**src/rtl/iq_pkg.sv**
```systemverilog
package iq_pkg;

   localparam int unsigned IQ_COUNT = 4;
   localparam int unsigned IQ_IDX_W = 2;

   typedef enum logic [IQ_IDX_W-1:0] {
      IQ_CPU  = 2'd0,
      IQ_DEV  = 2'd1,
      IQ_RES  = 2'd2,
      IQ_NRES = 2'd3
   } iq_id_e;

   localparam logic [IQ_COUNT-1:0] IQ_REPORTS = 4'b0111;

endpackage

```
**src/rtl/iq_sel_decode.sv**
```systemverilog
module iq_sel_decode
   import iq_pkg::*;
#(
   parameter int unsigned SEL_W = 8
) (
   input  logic                req_valid,
   input  logic                req_write,
   input  logic [SEL_W-1:0]    req_sel,
   output logic                sel_hit,
   output logic [IQ_IDX_W-1:0] sel_q,
   output logic                sel_tail,
   output logic [IQ_COUNT-1:0] wr_head,
   output logic [IQ_COUNT-1:0] wr_tail
);

   localparam int unsigned LOW_W = IQ_IDX_W + 1;

   generate
      if (SEL_W < LOW_W) begin : g_bad_sel
         $error("iq_sel_decode: SEL_W too small for the select encoding");
      end
   endgenerate

   logic [SEL_W-1:0] upper_bits;

   always_comb begin
      upper_bits = req_sel >> LOW_W;
      sel_hit    = (upper_bits == '0);
      sel_tail   = req_sel[0];
      sel_q      = req_sel[IQ_IDX_W:1];
   end

   generate
      for (genvar q = 0; q < IQ_COUNT; q++) begin : g_we
         logic q_match;
         assign q_match    = req_valid && req_write && sel_hit &&
                             (sel_q == IQ_IDX_W'(q));
         assign wr_head[q] = q_match && !sel_tail;
         assign wr_tail[q] = q_match &&  sel_tail;
      end
   endgenerate

endmodule

```
**src/rtl/iq_pair.sv**
```systemverilog
module iq_pair #(
   parameter int unsigned DATA_W  = 64,
   parameter bit          REPORTS = 1'b1
) (
   input  logic              clk,
   input  logic              rst_n,
   input  logic              wr_head,
   input  logic              wr_tail,
   input  logic [DATA_W-1:0] wdata,
   output logic [DATA_W-1:0] head_q,
   output logic [DATA_W-1:0] tail_q,
   output logic              pend_q
);

   logic [DATA_W-1:0] head_d;
   logic [DATA_W-1:0] tail_d;

   always_comb begin
      head_d = wr_head ? wdata : head_q;
      tail_d = wr_tail ? wdata : tail_q;
   end

   always_ff @(posedge clk or negedge rst_n) begin
      if (!rst_n) begin
         head_q <= '0;
         tail_q <= '0;
      end else begin
         head_q <= head_d;
         tail_q <= tail_d;
      end
   end

   generate
      if (REPORTS) begin : g_pend
         always_ff @(posedge clk or negedge rst_n) begin
            if (!rst_n) begin
               pend_q <= 1'b0;
            end else if (wr_head || wr_tail) begin
               pend_q <= (head_d != tail_d);
            end
         end
      end else begin : g_silent
         assign pend_q = 1'b0;
      end
   endgenerate

endmodule

```
**src/rtl/iq_rd_port.sv**
```systemverilog
module iq_rd_port
   import iq_pkg::*;
#(
   parameter int unsigned DATA_W = 64
) (
   input  logic                       clk,
   input  logic                       rst_n,
   input  logic                       rd_req,
   input  logic                       sel_hit,
   input  logic [IQ_IDX_W-1:0]        sel_q,
   input  logic                       sel_tail,
   input  logic [IQ_COUNT*DATA_W-1:0] head_flat,
   input  logic [IQ_COUNT*DATA_W-1:0] tail_flat,
   output logic                       rd_valid,
   output logic [DATA_W-1:0]          rd_data
);

   logic [DATA_W-1:0] pick;

   always_comb begin
      pick = '0;
      for (int q = 0; q < IQ_COUNT; q++) begin
         if (sel_hit && sel_q == IQ_IDX_W'(q)) begin
            pick = sel_tail ? tail_flat[q*DATA_W +: DATA_W]
                            : head_flat[q*DATA_W +: DATA_W];
         end
      end
   end

   always_ff @(posedge clk or negedge rst_n) begin
      if (!rst_n) begin
         rd_valid <= 1'b0;
         rd_data  <= '0;
      end else begin
         rd_valid <= rd_req;
         if (rd_req) begin
            rd_data <= pick;
         end
      end
   end

endmodule

```
**src/rtl/iq_pend_detect.sv**
```systemverilog
module iq_pend_detect
   import iq_pkg::*;
#(
   parameter int unsigned DATA_W = 64,
   parameter int unsigned SEL_W  = 8
) (
   input  logic              clk,
   input  logic              rst_n,
   input  logic              req_valid,
   input  logic              req_write,
   input  logic [SEL_W-1:0]  req_sel,
   input  logic [DATA_W-1:0] req_wdata,
   output logic              rd_valid,
   output logic [DATA_W-1:0] rd_data,
   output logic              irq_cpu_mondo,
   output logic              irq_dev_mondo,
   output logic              irq_res_err
);

   generate
      if (DATA_W < 1) begin : g_bad_data
         $error("iq_pend_detect: DATA_W must be at least 1");
      end
   endgenerate

   logic                       sel_hit;
   logic [IQ_IDX_W-1:0]        sel_q;
   logic                       sel_tail;
   logic [IQ_COUNT-1:0]        wr_head;
   logic [IQ_COUNT-1:0]        wr_tail;
   logic [IQ_COUNT*DATA_W-1:0] head_flat;
   logic [IQ_COUNT*DATA_W-1:0] tail_flat;
   logic [IQ_COUNT-1:0]        pend;

   iq_sel_decode #(.SEL_W(SEL_W)) u_dec (
      .req_valid (req_valid),
      .req_write (req_write),
      .req_sel   (req_sel),
      .sel_hit   (sel_hit),
      .sel_q     (sel_q),
      .sel_tail  (sel_tail),
      .wr_head   (wr_head),
      .wr_tail   (wr_tail)
   );

   generate
      for (genvar q = 0; q < IQ_COUNT; q++) begin : g_q
         iq_pair #(
            .DATA_W  (DATA_W),
            .REPORTS (IQ_REPORTS[q])
         ) u_pair (
            .clk     (clk),
            .rst_n   (rst_n),
            .wr_head (wr_head[q]),
            .wr_tail (wr_tail[q]),
            .wdata   (req_wdata),
            .head_q  (head_flat[q*DATA_W +: DATA_W]),
            .tail_q  (tail_flat[q*DATA_W +: DATA_W]),
            .pend_q  (pend[q])
         );
      end
   endgenerate

   iq_rd_port #(.DATA_W(DATA_W)) u_rd (
      .clk       (clk),
      .rst_n     (rst_n),
      .rd_req    (req_valid && !req_write),
      .sel_hit   (sel_hit),
      .sel_q     (sel_q),
      .sel_tail  (sel_tail),
      .head_flat (head_flat),
      .tail_flat (tail_flat),
      .rd_valid  (rd_valid),
      .rd_data   (rd_data)
   );

   assign irq_cpu_mondo = pend[IQ_CPU];
   assign irq_dev_mondo = pend[IQ_DEV];
   assign irq_res_err   = pend[IQ_RES];

endmodule

```
**config.mk**
```make
export PLATFORM = sky130hd
export DESIGN_NAME = iq_pend_detect
export DESIGN_NICKNAME = d
export VERILOG_FILES = /design/src/rtl/iq_pkg.sv /design/src/rtl/iq_sel_decode.sv /design/src/rtl/iq_pair.sv /design/src/rtl/iq_rd_port.sv /design/src/rtl/iq_pend_detect.sv
export SDC_FILE = /design/constraint.sdc
export NUM_CORES = 1
export LEC_CHECK = 0
export BUFFER_PORTS_ARGS = -buffer_cell sky130_fd_sc_hd__buf_2
export CAP_MARGIN = 20
export CORE_UTILIZATION = 60
export CTS_CLUSTER_SIZE = 20
export DETAILED_ROUTE_END_ITERATION = 12
export PLACE_DENSITY = 0.83
export SYNTH_ARGS = -nofsm -noshare
export SYNTH_HDL_FRONTEND = slang
export SYNTH_SLANG_ARGS = --single-unit
export TNS_END_PERCENT = 30
```
**constraint.sdc**
```tcl
create_clock -name clk -period 1.95 [get_ports clk]
set_input_delay 0 -clock clk [delete_from_list [all_inputs] [get_ports clk]]
set_output_delay 0 -clock clk [all_outputs]
set_load 0.005 [all_outputs]
```
==> results of run 1 <==
## layout by cell type, fill, tap and decap left out, types with 7 or more instances in the layout
cell type      instances
a21oi_1                8
buf_12                34
buf_2                139
buf_4                239
buf_6                 15
buf_8                  7
clkbuf_1              13
clkbuf_16             60
clkbuf_8              14
clkinv_2              16
dfrtp_1              580
dlygate4sd3_1         67
inv_1                 20
mux2_2               480
mux2_4                 8
mux2i_1              273
nand2_1               78
nand3_4                7
nand4_1               19
nor2_1                73
nor4_1                15
nor4_2                14
o21ai_0               69
o22ai_1              135
xnor2_1               43
xnor2_2               16
xor2_1               112
## flip-flops by register name, indices dropped and copies added (netlist names)
register / cells
u_rd.rd_valid: 1
u_rd.rd_data: 64
g_q.u_pair.pend_q: 3
g_q.u_pair.tail_q: 256
g_q.u_pair.head_q: 256
## cells by family (layout without fill, tap and decap cells)
logic type	Yosys count	after routing
simple gates	241	241
mux	767	767
xor+xnor	173	173
flops	580	580
other cells	0	1
buf+inv	145	632
compound gates	230	230
## routing by layer
| metal | vias to the layer above | wire [µm] | global-route usage |
|---|---|---|---|
| met2 | 1067 | 41400 | 0.572 |
| met4 | 0 | 5460 | 0.190 |
| met3 | 322 | 7460 | 0.0703 |
| li1 | 8602 | - | - |
| met5 | - | 0 | 0.00417 |
| met1 | 10600 | 33900 | 0.476 |
## per-stage QoR
| step | power, mW | utilization | hold WS (ns) | setup TNS [ns] | worst slack, ns |
|---|---|---|---|---|---|
| floorplan | 13.7 | - | -0.296 | -4.69 | -0.202 |
| global placement | 15.0 | 0.683 | -0.0879 | -57.03 | -1.21 |
| detailed placement | 15.1 | 0.683 | -0.0819 | -59.20 | -1.23 |
| CTS | 26.6 | 0.747 | 0.00453 | -0.795 | -0.269 |
| global route | 27.5 | 0.758 | 0.0485 | -1.43 | -0.566 |
| finish | 26.8 | 0.758 | 0.0248 | -1.38 | -0.564 |
## synth_stat cells, drive strengths merged, types with 3 or more instances
cell,instances
inv,20
and2,3
xnor2,61
nand4,19
dfrtp,580
o22ai,135
clkbuf,79
mux2i,274
nor3,5
nand2,82
nor4,33
nor2,74
mux2,493
nor4b,3
o21ai,69
nand3,11
o22a,3
xor2,112
buf,46
a21oi,8
## layout make-up
| class | count | share of cell area |
|---|---|---|
| diodes | 1 | 0.0000729 |
| clock buffers | 86 | 0.0500 |
| clock inverters | 22 | 0.00696 |
| inverters | 20 | 0.00219 |
| multi-input cells | 1411 | 0.375 |
| flip-flops and latches | 580 | 0.423 |
| well taps | 600 | 0.0219 |
| repair buffers | 504 | 0.122 |
## worst max path at each step
stage,from,endpoint,cells after the start
final,req_sel[5],g_q[0].u_pair.pend_q,14
after detailed placement,req_valid,g_q[2].u_pair.pend_q,11
after global routing,req_sel[5],g_q[0].u_pair.pend_q,14
after floorplan,req_sel[7],g_q[0].u_pair.pend_q,8
after CTS,req_sel[1],g_q[2].u_pair.pend_q,13
after global placement,req_sel[2],g_q[2].u_pair.pend_q,12
## power breakdown
group	switching, mW	leakage, nW	internal (mW)	total, mW
Sequential	0.174	8.06	12.3	12.5
Clock	4.80	0.981	6.73	11.5
Combinational	1.60	8.81	1.16	2.77
Total	6.58	17.8	20.2	26.8
## critical path, cell delays in order
cell and delay, ns:
buf_8 0.11, buf_8 0.13, nor4_4 0.26, buf_4 0.18
nand3_4 0.15, buf_4 0.19, buf_6 0.17, buf_4 0.18
mux2_2 0.29, xor2_1 0.21, nor4_2 0.45, nand4_1 0.26
nor4_4 0.27, a31oi_1 0.13
## timing repair
action	CTS	global route
endpoints found under the setup margin	3	19
setup buffers	2	27
cloned	0	1
endpoints found under the hold margin	1114	0
resized for setup	40	53
pin swaps	16	21
hold buffers	68	0
==> results_dict.tcl, run 1 <==
set metrics [dict create \
    synth_edf_count 0 \
    rsz0062_at_grt "yes" \
    finalWirelength_um 88200 \
    fin_area_um2 34300 \
    core.rowCount 78 \
    arrival_ns 3.01 \
    final_nets 2651 \
    yosys_warnings 0 \
    grt_overflow 0 \
    io_pins 144 \
    critPathRequiredTime_ns 2.44 \
    min_path_type "input pin to async pin" \
    r2r_end "g_q[0].u_pair.pend_q" \
    drv_cap 0 \
    die_area_um2 46600 \
    slew-limit-headroom 0.314 \
    hold_viol_final 0 \
    ir_worst_vdd_v 0.000808 \
    async_flop_share 1.00 \
    detail_route.first_pass.iterations 5 \
    start_util 0.607 \
    synthAdderAreaFrac 0 \
    fin_ws_ns -0.564 \
    routedWlPerCell_um 27.4 \
    synth_cell_type_count 46 \
    dpl.hpwl_um 57700 \
    grt_max_degree 128 \
    pwr_density_cell_nw_per_um2 781 \
    power_leakage_nw 17.8 \
    die_x_um 216 \
    area_growth_pct 25.0 \
    cts_sinks 580 \
    finClkSkew_ns 0.0110 \
    ff2ff_setup_slack_ns -0.36 \
    synth_area_leaders "dfrtp_1, mux2_2, mux2i_1" \
    via_per_inst 6.37 \
    min_period_ns 2.51 \
    die_h_um 216 \
    drive_gt1_frac 0.412 \
    synth_nets 2212 \
    synth_area_per_cell_um2 12.9 \
    netlist.area_leader.share 0.528 \
    synthSimpleGateAreaFrac 0.0430 \
    start_kind "input pin" \
    root_buffer "clkbuf_16" \
    tightest_slew_ns 1.03 \
    regArea_um2 14500 \
    crit_fanout 17 \
    clock.fmax_mhz 398 \
    drt_iter0_markers 2095 \
    grt_pass1_vias 21000 \
    yosysTopAreaCell "dfrtp_1" \
    grt_pass1_wl_um 127000 \
    setup_viol 3 \
    antenna_found_initial 2 \
    multi_input_area_um2 12900 \
    drc 0 \
    synth_seq_cells 580 \
    grt_usage 0.362 \
    slew_viol_final 0 \
    cts_tree "done" \
    ant_nets 0 \
    ctsLongestPathBuffers 3 \
    ys.flop_type "dfrtp_1" \
    finalCritPeriodShare 1.29 \
    clock_latency_ns 0.62 \
    netlist_instances 2136 \
    synthesis.area_um2 27500 \
    num_vias 20500 \
    place.gp.congestion 0.978 \
    numPortBuffers 143 \
    core_area_um2 45300 \
    stdcell_count 3224 \
    violations "negative setup slack" \
    r2r_start "g_q[0].u_pair.head_q[5]" \
    crit_type "input pin to register" \
    reg2reg_depth 6 \
    synth_top_family_by_area "multiplexers" \
    fillers 2646 \
    htreeDepth 2 \
    yosysSeqAreaShare 0.528 \
    placed_area_um2 30900 \
    worstSetupEndpointType "register" \
    numPlacedInstances 3018 \
    cts.clk_slew.worst_paths_ns 0.06 \
    cts_buffers 58 \
    synthMuxAreaShare 0.302 \
    synth-xor-area-share 0.0552 \
    status "complete, but fails checks" \
    synth_compound_area_frac 0.0505 \
]
(Power assumes the default switching activity.)
==> run 2: changes to the inputs <==
--- a/config.mk
+++ b/config.mk
@@ -13,5 +13,6 @@
 export PLACE_DENSITY = 0.83
 export SYNTH_ARGS = -nofsm -noshare
 export SYNTH_HDL_FRONTEND = slang
+export SYNTH_HIERARCHICAL = 1
 export SYNTH_SLANG_ARGS = --single-unit
 export TNS_END_PERCENT = 30
==> run 2 against run 1 <==
Against the previous run:
- the run still ends with negative setup slack left
- design area increased by 12%
- clock power grew 3%
- first-iteration DRC count rose by 15%
- final cell count grew 20%
- non-clock buffer count rose by 156
- largest cell class is now multi-input combinational cells
- highest routed layer unchanged
==> results_dict.tcl, run 2 <==
set metrics [dict create \
    detail_route.first_pass.iterations 5 \
    cts_tree "done" \
    drc 0 \
    final_cell_mix "dfrtp_1, mux2_2, buf_4" \
    root_buffer "clkbuf_16" \
    finalCritPeriodShare 1.26 \
    dp_slack_ns -1.59 \
    min_path_type "input pin to async pin" \
    slew-limit-headroom 0.264 \
    drt_iter0_markers 2410 \
    ff2ff_setup_slack_ns -0.41 \
    via_per_inst 6.35 \
    grt_pass1_wl_um 159000 \
    setup_viol 3 \
    slew_viol_final 0 \
    ctsLongestPathBuffers 3 \
    fin_ws_ns -0.509 \
    violations "negative setup slack" \
    start_kind "input pin" \
    numPortBuffers 143 \
    mostFrequentLayoutCell "dfrtp_1" \
    core.rowCount 83 \
    final_nets 3217 \
    ir_worst_vdd_v 0.000744 \
    place.gp.congestion 1.05 \
    tightest_slew_ns 1.10 \
    grt_max_degree 129 \
    num_vias 24600 \
    top_regs "g_q.u_pair/head_q (256), g_q.u_pair/tail_q (256), u_rd/rd_data (64)" \
    routedWlPerCell_um 27.2 \
    pwr_density_cell_nw_per_um2 733 \
    reg2reg_depth 8 \
    status "complete, but fails checks" \
    critPathRequiredTime_ns 2.46 \
    die_x_um 230 \
    drive_gt1_frac 0.399 \
    synthesis.area_um2 31200 \
    crit_start "req_sel[7]" \
    worstSetupEndpointType "register" \
    dpl.hpwl_um 71700 \
    cts.clk_slew.worst_paths_ns 0.07 \
    die_area_um2 52900 \
    finClkSkew_ns 0.0165 \
    cts_buffers 59 \
    grt_pass1_vias 25600 \
    power_mw 28.3 \
    r2r_start "g_q[1].u_pair/tail_q[18]" \
    arrival_ns 2.97 \
    die_h_um 230 \
    core_area_um2 51300 \
    start_util 0.608 \
    crit_fanout 8 \
    netlist_instances 2569 \
    cts_sinks 580 \
    grt_overflow 0 \
    clock_latency_ns 0.64 \
    synth_nets 2645 \
    htreeDepth 2 \
    r2r_end "g_q[1].u_pair/pend_q" \
    antenna_found_initial 3 \
    rsz0062_at_grt "yes" \
    hold_viol_final 0 \
    drv_cap 0 \
    finalWirelength_um 105000 \
    cp-endpoint "g_q[1].u_pair/pend_q" \
    min_period_ns 2.46 \
    ant_nets 0 \
    power_leakage_nw 19.3 \
    area_growth_pct 23.8 \
    clock.fmax_mhz 407 \
    grt_usage 0.398 \
    yosys_warnings 6 \
    io_pins 144 \
    synth_area_per_cell_um2 12.1 \
    crit_type "input pin to register" \
]
run 2: layout make-up:
type,count,area (µm²)
inverters,72,270
multi-input cells,1768,15400
clock buffers,79,1690
well taps,680,851
repair buffers,660,5520
flip-flops and latches,580,14500
clock inverters,30,333
diodes,1,2.50
fillers,3150,12700
run 2: how the worst min path moves through the flow:
stage | depth (start not counted) | startpoint | to
after floorplan | 0 | rst_n | g_q[0].u_pair/head_q[0]
after global placement | 1 | rst_n | g_q[2].u_pair/head_q[16]
after detailed placement | 1 | rst_n | g_q[2].u_pair/head_q[16]
after CTS | 3 | rst_n | g_q[2].u_pair/tail_q[26]
after global routing | 3 | rst_n | g_q[2].u_pair/tail_q[14]
final | 3 | rst_n | g_q[0].u_pair/tail_q[34]
run 2: worst max-delay path, cell delays in order:
cell and delay [ns]:
buf_6 0.10, or4b_4 0.61, nor3_4 0.18, buf_12 0.17, buf_4 0.14, buf_12 0.12
mux2_2 0.35, xnor2_1 0.14, o21ai_0 0.25, nor4_2 0.44, nand4_1 0.16, o31a_1 0.30
run 2: timing repair:
action	in CTS	in global routing
pin swaps	13	7
endpoints found under the setup margin	7	5
hold buffers	72	0
buffers inserted	12	0
hold endpoints to repair	957	0
gates resized for setup	26	16
run 2: power breakdown:
group,leakage [nW],total (mW),internal (mW),switching (mW)
clock network,1.00,11.9,6.88,5.01
registers,7.91,12.8,12.5,0.342
logic,10.4,3.57,1.56,2.02
run 2: metrics by stage:
step                      cell area, µm²  utilization  hold slack [ns]  instances  setup TNS [ns]
after floorplan                    31300            -           -0.296       2569          -19.11
after global placement             35500        0.692          -0.0544       3676          -46.90
after detailed placement           35500        0.692          -0.0545       3676          -53.63
after CTS                          38500        0.750           0.0391       3869           -1.39
after global routing               38600        0.752           0.0652       3870           -1.67
final                              38600        0.752           0.0715       3870           -1.51
run 2: layer usage:
layer	vias up	GRT usage	wire (µm)
li1	10300	-	-
met1	12500	0.527	41200
met2	1417	0.632	48700
met3	342	0.0646	9090
met4	0	0.208	6370
met5	-	0	0
